==> config.mk <==
export PLATFORM = sky130hd
export DESIGN_NAME = pstrb_gen
export DESIGN_NICKNAME = d
export VERILOG_FILES = /design/src/rtl/pstrb_pkg.sv /design/src/rtl/pstrb_access_ctr.sv /design/src/rtl/pstrb_lane.sv /design/src/rtl/pstrb_busclk.sv /design/src/rtl/pstrb_phase_track.sv /design/src/rtl/pstrb_gen.sv
export SDC_FILE = /design/constraint.sdc
export NUM_CORES = 1
export LEC_CHECK = 0
export ABC_AREA = 1
export CAP_MARGIN = 0
export CORE_MARGIN = 2
export CORE_UTILIZATION = 55
export CTS_CLUSTER_SIZE = 16
export DETAILED_ROUTE_END_ITERATION = 8
export PLACE_DENSITY = 0.78
export SLEW_MARGIN = 10
export SYNTH_ARGS = -nofsm -noshare
export SYNTH_HDL_FRONTEND = slang
export SYNTH_SLANG_ARGS = --single-unit
==> constraint.sdc <==
create_clock -name clk -period 20.4 [get_ports clk]
set_clock_uncertainty 0.05 [all_clocks]
set_input_delay 3.06 -clock clk [delete_from_list [all_inputs] [get_ports clk]]
set_output_delay 3.06 -clock clk [all_outputs]
set_load 0.005 [all_outputs]
==> src/rtl/pstrb_pkg.sv <==
package pstrb_pkg;

  localparam int unsigned LANES  = 3;
  localparam int unsigned TIME_W = 16;

  // Non-negative remainder of a signed cycle distance by the bus clock ratio.
  function automatic logic [1:0] sub_phase(input logic signed [TIME_W-1:0] diff,
                                           input logic [2:0] ratio);
    logic signed [TIME_W-1:0] den;
    logic signed [TIME_W-1:0] rem;
    den = $signed({{(TIME_W-3){1'b0}}, ratio});
    rem = diff % den;
    if (rem < 0) rem = rem + den;
    return rem[1:0];
  endfunction

  // Bus clock level for a phase slot and a half of the functional period:
  // high while the half-period index 2*ph+half is below the ratio.
  function automatic logic clk_level(input logic [1:0] ph, input logic half,
                                     input logic [2:0] ratio);
    return ({ph, half} < ratio);
  endfunction

  // Offset in half-cycles: whole-cycle slot doubled plus the delay bit.
  function automatic logic [2:0] half_offset(input logic [1:0] k, input logic xd);
    return {k, xd};
  endfunction

  // Lowest-numbered changed lane.
  function automatic logic [1:0] first_lane(input logic [LANES-1:0] chg);
    if (chg[0]) return 2'd0;
    if (chg[1]) return 2'd1;
    return 2'd2;
  endfunction

endpackage

==> src/rtl/pstrb_access_ctr.sv <==
module pstrb_access_ctr #(
  parameter int CNT_W = 5
) (
  input  logic             clk,
  input  logic             rst_n,
  input  logic             start,
  input  logic [CNT_W-1:0] cyc_lim,
  output logic             active_q,
  output logic [CNT_W-1:0] cnt_q,
  output logic             active_nxt,
  output logic [CNT_W-1:0] cnt_nxt,
  output logic             launch,
  output logic             fin,
  output logic [CNT_W:0]   t_nxt
);

  assign launch     = start && !active_q;
  assign fin        = active_q && (cnt_q == cyc_lim);
  assign active_nxt = launch || (active_q && !fin);
  assign cnt_nxt    = (active_q && !fin) ? cnt_q + 1'b1 : '0;
  // Count index of the edge about to happen (end edge is cyc_lim+1).
  assign t_nxt      = active_q ? ({1'b0, cnt_q} + 1'b1) : '0;

  always_ff @(posedge clk or negedge rst_n) begin
    if (!rst_n) begin
      active_q <= 1'b0;
      cnt_q    <= '0;
    end else begin
      active_q <= active_nxt;
      cnt_q    <= cnt_nxt;
    end
  end

endmodule

==> src/rtl/pstrb_lane.sv <==
module pstrb_lane #(
  parameter int CNT_W = 5
) (
  input  logic             clk,
  input  logic             rst_n,
  input  logic             act_nxt,
  input  logic [CNT_W-1:0] cnt_nxt,
  input  logic [CNT_W-1:0] on_t,
  input  logic [CNT_W-1:0] off_t,
  input  logic             xdly,
  output logic             rise_nxt,
  output logic             rise_q,
  output logic             strobe_n
);

  logic fall_q;

  always_comb begin
    if (!act_nxt)               rise_nxt = 1'b0;
    else if (cnt_nxt == off_t)  rise_nxt = 1'b0;
    else if (cnt_nxt == on_t)   rise_nxt = 1'b1;
    else                        rise_nxt = rise_q;
  end

  always_ff @(posedge clk or negedge rst_n) begin
    if (!rst_n) rise_q <= 1'b0;
    else        rise_q <= rise_nxt;
  end

  // Half-period copy; select is a register that only changes while both are idle.
  always_ff @(negedge clk or negedge rst_n) begin
    if (!rst_n) fall_q <= 1'b0;
    else        fall_q <= rise_q;
  end

  assign strobe_n = ~(xdly ? fall_q : rise_q);

endmodule

==> src/rtl/pstrb_busclk.sv <==
module pstrb_busclk #(
  parameter int CNT_W = 5
) (
  input  logic             clk,
  input  logic             rst_n,
  input  logic             act_nxt,
  input  logic [CNT_W-1:0] cnt_nxt,
  input  logic [CNT_W-1:0] act_t,
  input  logic [2:0]       ratio_p,
  input  logic [2:0]       ratio_n,
  output logic             bus_clk
);
  import pstrb_pkg::*;

  logic       run_q, run_nxt;
  logic [1:0] ph_q, ph_nxt;
  logic       hi_p, hi_n;
  logic       q_p, q_n;

  assign run_nxt = act_nxt && (cnt_nxt >= act_t);

  always_comb begin
    if (!run_nxt || !run_q)                 ph_nxt = 2'd0;
    else if ({1'b0, ph_q} == ratio_p - 3'd1) ph_nxt = 2'd0;
    else                                    ph_nxt = ph_q + 2'd1;
  end

  assign hi_p = run_nxt && clk_level(ph_nxt, 1'b0, ratio_p);
  assign hi_n = run_q   && clk_level(ph_q,   1'b1, ratio_n);

  always_ff @(posedge clk or negedge rst_n) begin
    if (!rst_n) begin
      run_q <= 1'b0;
      ph_q  <= 2'd0;
      q_p   <= 1'b0;
    end else begin
      run_q <= run_nxt;
      ph_q  <= ph_nxt;
      q_p   <= hi_p ^ q_n;
    end
  end

  always_ff @(negedge clk or negedge rst_n) begin
    if (!rst_n) q_n <= 1'b0;
    else        q_n <= hi_n ^ q_p;
  end

  // Each flop toggles only when its half wants a new level.
  assign bus_clk = q_p ^ q_n;

endmodule

==> src/rtl/pstrb_phase_track.sv <==
module pstrb_phase_track #(
  parameter int CNT_W = 5
) (
  input  logic                           clk,
  input  logic                           rst_n,
  input  logic [pstrb_pkg::LANES-1:0]    rise_nxt,
  input  logic [pstrb_pkg::LANES-1:0]    rise_q,
  input  logic [CNT_W:0]                 t_nxt,
  input  logic [CNT_W-1:0]               act_t,
  input  logic [2:0]                     ratio,
  input  logic [pstrb_pkg::LANES-1:0]    xdly,
  output logic                           edge_vld,
  output logic [1:0]                     edge_lane,
  output logic [2:0]                     edge_phase
);
  import pstrb_pkg::*;

  logic [LANES-1:0]         chg;
  logic [1:0]               lane;
  logic                     xd_sel;
  logic signed [TIME_W-1:0] diff;
  logic [1:0]               k;

  assign chg  = rise_nxt ^ rise_q;
  assign lane = first_lane(chg);
  assign diff = $signed({{(TIME_W-CNT_W-1){1'b0}}, t_nxt})
              - $signed({{(TIME_W-CNT_W){1'b0}}, act_t});
  assign k    = sub_phase(diff, ratio);

  always_comb begin
    case (lane)
      2'd0:    xd_sel = xdly[0];
      2'd1:    xd_sel = xdly[1];
      default: xd_sel = xdly[2];
    endcase
  end

  always_ff @(posedge clk or negedge rst_n) begin
    if (!rst_n) begin
      edge_vld   <= 1'b0;
      edge_lane  <= 2'd0;
      edge_phase <= 3'd0;
    end else begin
      edge_vld   <= |chg;
      edge_lane  <= lane;
      edge_phase <= half_offset(k, xd_sel);
    end
  end

endmodule

==> src/rtl/pstrb_gen.sv <==
module pstrb_gen #(
  parameter int CNT_W = 5
) (
  input  logic             clk,
  input  logic             rst_n,
  input  logic             start,
  input  logic [CNT_W-1:0] cs_on,
  input  logic [CNT_W-1:0] cs_off,
  input  logic [CNT_W-1:0] oe_on,
  input  logic [CNT_W-1:0] oe_off,
  input  logic [CNT_W-1:0] we_on,
  input  logic [CNT_W-1:0] we_off,
  input  logic [2:0]       dly_sel,
  input  logic [1:0]       div_sel,
  input  logic [CNT_W-1:0] clk_act,
  input  logic [CNT_W-1:0] cyc_lim,
  output logic             cs_n,
  output logic             oe_n,
  output logic             we_n,
  output logic             bus_clk,
  output logic             busy_n,
  output logic             edge_vld,
  output logic [1:0]       edge_lane,
  output logic [2:0]       edge_phase
);
  import pstrb_pkg::*;

  // Captured settings
  logic [LANES-1:0][CNT_W-1:0] on_in, off_in, on_q, off_q, on_eff, off_eff;
  logic [LANES-1:0]            dly_q, dly_eff;
  logic [1:0]                  div_q, div_eff;
  logic [CNT_W-1:0]            clkact_q, clkact_eff, lim_q;
  logic [2:0]                  ratio_eff, ratio_q;

  // Named internal events
  logic             acc_active, acc_active_nxt, acc_launch, acc_fin;
  logic [CNT_W-1:0] acc_cnt, acc_cnt_nxt;
  logic [CNT_W:0]   acc_t_nxt;
  logic [LANES-1:0] lane_rise_nxt, lane_rise_q, lane_n;

  assign on_in  = {we_on,  oe_on,  cs_on};
  assign off_in = {we_off, oe_off, cs_off};

  always_ff @(posedge clk or negedge rst_n) begin
    if (!rst_n) begin
      on_q     <= '0;
      off_q    <= '0;
      dly_q    <= '0;
      div_q    <= '0;
      clkact_q <= '0;
      lim_q    <= '0;
    end else if (acc_launch) begin
      on_q     <= on_in;
      off_q    <= off_in;
      dly_q    <= dly_sel;
      div_q    <= div_sel;
      clkact_q <= clk_act;
      lim_q    <= cyc_lim;
    end
  end

  // On the launching edge the live inputs apply; afterwards the snapshot.
  assign on_eff     = acc_launch ? on_in   : on_q;
  assign off_eff    = acc_launch ? off_in  : off_q;
  assign dly_eff    = acc_launch ? dly_sel : dly_q;
  assign div_eff    = acc_launch ? div_sel : div_q;
  assign clkact_eff = acc_launch ? clk_act : clkact_q;
  assign ratio_eff  = {1'b0, div_eff} + 3'd1;
  assign ratio_q    = {1'b0, div_q} + 3'd1;

  pstrb_access_ctr #(.CNT_W(CNT_W)) u_ctr (
    .clk        (clk),
    .rst_n      (rst_n),
    .start      (start),
    .cyc_lim    (lim_q),
    .active_q   (acc_active),
    .cnt_q      (acc_cnt),
    .active_nxt (acc_active_nxt),
    .cnt_nxt    (acc_cnt_nxt),
    .launch     (acc_launch),
    .fin        (acc_fin),
    .t_nxt      (acc_t_nxt)
  );

  for (genvar i = 0; i < LANES; i++) begin : g_lane
    pstrb_lane #(.CNT_W(CNT_W)) u_lane (
      .clk      (clk),
      .rst_n    (rst_n),
      .act_nxt  (acc_active_nxt),
      .cnt_nxt  (acc_cnt_nxt),
      .on_t     (on_eff[i]),
      .off_t    (off_eff[i]),
      .xdly     (dly_q[i]),
      .rise_nxt (lane_rise_nxt[i]),
      .rise_q   (lane_rise_q[i]),
      .strobe_n (lane_n[i])
    );
  end

  pstrb_busclk #(.CNT_W(CNT_W)) u_bclk (
    .clk     (clk),
    .rst_n   (rst_n),
    .act_nxt (acc_active_nxt),
    .cnt_nxt (acc_cnt_nxt),
    .act_t   (clkact_eff),
    .ratio_p (ratio_eff),
    .ratio_n (ratio_q),
    .bus_clk (bus_clk)
  );

  pstrb_phase_track #(.CNT_W(CNT_W)) u_phase (
    .clk        (clk),
    .rst_n      (rst_n),
    .rise_nxt   (lane_rise_nxt),
    .rise_q     (lane_rise_q),
    .t_nxt      (acc_t_nxt),
    .act_t      (clkact_eff),
    .ratio      (ratio_eff),
    .xdly       (dly_eff),
    .edge_vld   (edge_vld),
    .edge_lane  (edge_lane),
    .edge_phase (edge_phase)
  );

  assign cs_n   = lane_n[0];
  assign oe_n   = lane_n[1];
  assign we_n   = lane_n[2];
  assign busy_n = ~acc_active;

endmodule

== Word-level counts from Yosys, hierarchy flattened ==
Index checks and enable logic that the tools add are counted.

* Add/sub/neg operators: 8
* Divide/modulo/power cells: 1
* Magnitude comparators: 4
* Equal/unequal tests: 9
* Multiplexer cells: 30
* Bitwise logic cells: 8
* Reductions and logical operators: 14

{| class="wikitable"
|+ Operators by type and width
! kind !! count
|-
| == test 5 bit || 7
|-
| 2-to-1 mux 15 bit || 2
|-
| less-than comparator 16 x 1 -> 1 bit, second input constant || 1
|-
| remainder unit 16 x 4 -> 16 bit || 1
|-
| 2-to-1 mux 2 bit || 8
|-
| 2-to-1 mux 1 bit || 15
|-
| 2-to-1 mux 5 bit || 2
|-
| subtractor 6 x 5 -> 7 bit || 1
|-
| adder 2 x 1 -> 3 bit, second input constant || 2
|-
| adder 5 x 1 -> 6 bit, second input constant || 1
|-
| logical AND 1 bit || 6
|-
| less-than comparator 3 bit || 2
|-
| 2-to-1 mux 6 bit || 1
|-
| adder 5 x 1 -> 5 bit, second input constant || 1
|-
| greater-or-equal comparator 5 bit || 1
|-
| logical NOT 1 bit || 4
|-
| NOT 1 bit || 4
|-
| == test 2 x 3 -> 1 bit || 1
|-
| 2-to-1 mux 3 bit || 1
|-
| OR reduction 3 bit || 1
|-
| subtractor 3 x 1 -> 3 bit, second input constant || 1
|-
| XOR 1 bit || 3
|-
| XOR 3 bit || 1
|-
| adder 2 x 1 -> 2 bit, second input constant || 1
|-
| other kinds (5) || 6
|}

* Bits in registers: 68
* Input port bits: 48
* Output and inout bits: 11
* Word-level logic and storage cells: 99

== Longest topological paths before layout ==
* Depth in word-level cells: 16
* Mapped depth: 164
* Depth with buffers taken out: 158

== Modules after synthesis ==
From an unflattened synthesis, not the netlist that was laid out.

* Cells, all modules: 1646
* Area, all modules: 10028.4 um^2

{| class="wikitable"
|+ Modules (own cells, without submodules)
! module !! times used !! cells an instance !! area each (um^2)
|-
| pstrb_phase_track || 1 || 1178 || 6602.6
|-
| pstrb_gen || 1 || 198 || 1803.0
|-
| pstrb_lane || 3 || 49 || 252.7
|-
| pstrb_busclk || 1 || 63 || 471.7
|-
| pstrb_access_ctr || 1 || 60 || 392.9
|}

==> impl_metrics.csv <==
group,metric,value,unit
critical_path,timing_worst_setup_path_type,"in2reg",
cells_and_area,final_nets,1729,
routing,wl,24.4,mm
timing,final-setup-viol-count,0,
synth,synth_top_area_cell,"dfrtp_1",
routing,drc_errors,0,
critical_path,cp_common_cell,"nand2_1",
cts,cts_inserted_buffers,9,
synth,synth_common_cells,"nand2_1, inv_1, nor2_1, nand3_1, ha_1",
timing,min_period_over_period,95.8,%
die,core,16400,um2
die,die_w,133,um
cts,cts_hold_buffers,0,
synth,netlist_instances,1444,
die,ios,59,
global_routing,track_usage,26.5,%
cells_and_area,drive_gt1_share,24.2,%
timing,hold_violations,0,
synth,synth.area.top_cells,"dfrtp_1, nand2_1, inv_1",
cts,tritoncts,"yes",
timing,drv_slew,0,
cts,clkTransAtPathRegs,0.06,ns
global_routing,grt_pass1_wl,39.7,mm
routing,wl_per_cell,13.3,um
cts,cts.sinks,68,
routing,vias,9601,
cts,cts_htree_levels,3,
placed_design,dp_slack,-0.667,ns
timing,fin_setup_tns,0,ns
synth,yosysWarningCount,0,
synth,synth.top_cell.area_share,17.6,%
cts,clk-insertion-delay-late,0.33,ns
critical_path,ff2ff_setup_slack,3.05,ns
die,num_rows,47,
synth,ys_seq_area_share,18.7,%
timing,slew_headroom,43.9,%
placed_design,dp.cells,1783,
cells_and_area,fin_util,71.8,%
global_routing,grt_max_degree,69,
timing,post-route-min-period,19.54,ns
synth,synth_edf_count,0,
routing,viasPerCell,5.23,
cells_and_area,final_cells,1837,
die,initial_utilization,55.5,%
global_routing,grt_pass1_vias,8907,
cts,cts_buffer_depth,2,
synth,synthesis.area,9110,um2
synth,async_flop_share,100,%
global_routing,antenna_found_initial,0,
critical_path,cp-end-kind,"flip-flop",
timing,worst_pin_slew,0.841,ns
routing,first_pass_iters,5,
cells_and_area,diodes,0,
die,die_area,17600,um2
flow_run,drv_cap,0,
cells_and_area,nFillCells,1308,
global_routing,grt_overflow,0,
cells_and_area,area_growth,29.2,%
critical_path,crit_slowest_cell,"ha_1",
hold_path,hold_path_startpoint,"off_q[8]",
placed_design,gp_congestion,0.905,
critical_path,crit_start,"start",
routing,ant_nets,0,
cts,root_buffer,"clkbuf_16",
routing,drt-initial-drc-count,655,
critical_path,timing.rr.start,"u_ctr.active_q",
placed_design,dp_hpwl,18.0,mm
critical_path,cp_max_fo,8,
synth,yosys.cell_count.top_type,"nand2_1",
synth,ys_seq_elements,68,
synth,ys_types,56,
critical_path,required,20.58,ns
critical_path,critical_path.max_stage_delay,0.29,ns
synth,syn_avg_cell_area,6.31,um2
critical_path,critPathLaunchType,"input port",
hold_path,min-delay-path-class,"reg2reg",
placed_design,portBuffers,58,
critical_path,crit_arrival,19.72,ns
die,die_h,133,um
timing,fin_ws,0.860,ns
synth,synth-main-ff-cell,"dfrtp_1",
status,status,"finished, final reports clean",
timing,timing.fmax,51.2,MHz
[cell usage in the layout (no fill, tap or decap), types with 4 or more instances in the layout]
master           count
a21oi_1             18
a21oi_4              8
buf_4              102
clkbuf_16            9
clkdlybuf4s50_1     54
conb_1              10
dfrtn_1              4
dfrtp_1             64
ha_1                48
ha_4                18
inv_1              212
inv_2               29
inv_4                5
nand2_1            391
nand2_2             53
nand2_4              9
nand3_1             98
nand3_2             37
nand3_4              7
nand3b_1            16
nand4_1             40
nor2_1             108
nor2_2              19
nor2_4              19
o21a_1               4
o21ai_0             34
o21ai_1             14
o21ai_2             10
o21ai_4              7
o21bai_1             6
o21bai_4             4
o22ai_1              7
or2_2               19
xnor2_1             28
xor2_1              39
[sequential cells by signal, indices dropped and copies added (netlist names)]
register,count
clkact_q,5
div_q,2
dly_q,3
g_lane.u_lane.fall_q,3
g_lane.u_lane.rise_q,3
lim_q,5
off_q,15
on_q,15
u_bclk.ph_q,2
u_bclk.q_n,1
u_bclk.q_p,1
u_bclk.run_q,1
u_ctr.active_q,1
u_ctr.cnt_q,5
u_phase.edge_lane,2
u_phase.edge_phase,3
u_phase.edge_vld,1
[stage by stage]
step,hold WS [ns],area (um2)
5_1_grt,0.474,11800
3_3_place_gp,0.428,10800
4_1_cts,0.448,11200
6_report,0.449,11800
3_5_place_dp,0.432,10800
2_1_floorplan,0.405,9560
[worst max-delay path: cells and delay by family]
kind / cells / cell delay, ns
AO/OA/AOI/OAI: 23 / 3.12
adder cells (fa/ha/maj): 16 / 3.83
buffers and inverters: 29 / 1.97
AND/OR/NAND/NOR: 76 / 7.63
[worst paths after layout]
| kind | to | cells after the start |
|---|---|---|
| max | u_phase.edge_phase[2] | 144 |
| min | off_q[8] | 2 |
| max reg2reg | u_phase.edge_phase[2] | 144 |
| min reg2reg | off_q[8] | 2 |
| max in group asynchronous | g_lane[1].u_lane.fall_q | 2 |
| min in group asynchronous | on_q[2] | 2 |
[kinds of logic (layout without fill, tap and decap cells)]
kind of cell    Yosys count  count (layout)  synth area share [%]
other cells               1              10                0.0411
mux                       2               2                 0.220
xor+xnor                 68              68                  6.53
flops                    68              68                  18.7
buf+inv                 267             430                  11.4
simple gates            831             832                  44.1
fa+ha+maj                69              69                  9.64
compound gates          138             138                  9.35
[layout make-up]
type	count	area, um2	area share [%]
multi-input combinational	1119	7140	60.6
sequential	68	1700	14.4
timing repair buffer	162	1360	11.6
inverter	252	973	8.26
tap	220	275	2.34
clock buffer	9	225	1.91
clock inverter	7	98.8	0.839
[timing repair]
| action | CTS | global route |
|---|---|---|
| pin swaps | 9 | 69 |
| endpoints found under the hold margin | 0 | 0 |
| endpoints found under the setup margin | 2 | 2 |
| buffers inserted | 5 | 32 |
| cloned | 1 | 0 |
| resized for setup | 4 | 71 |
[routing by layer]
metal  up-vias  wire length (um)  GRT usage (%)
met5         -                 0              0
met4         0               501           7.95
met3        46               871           1.84
met2       236             12200           47.5
met1      4386             10800           34.2
li1       4933                 -              -
Power is left out: the tool's default activity adds up to more than one toggle a clock period on the data nets, which glitch-free logic cannot reach.
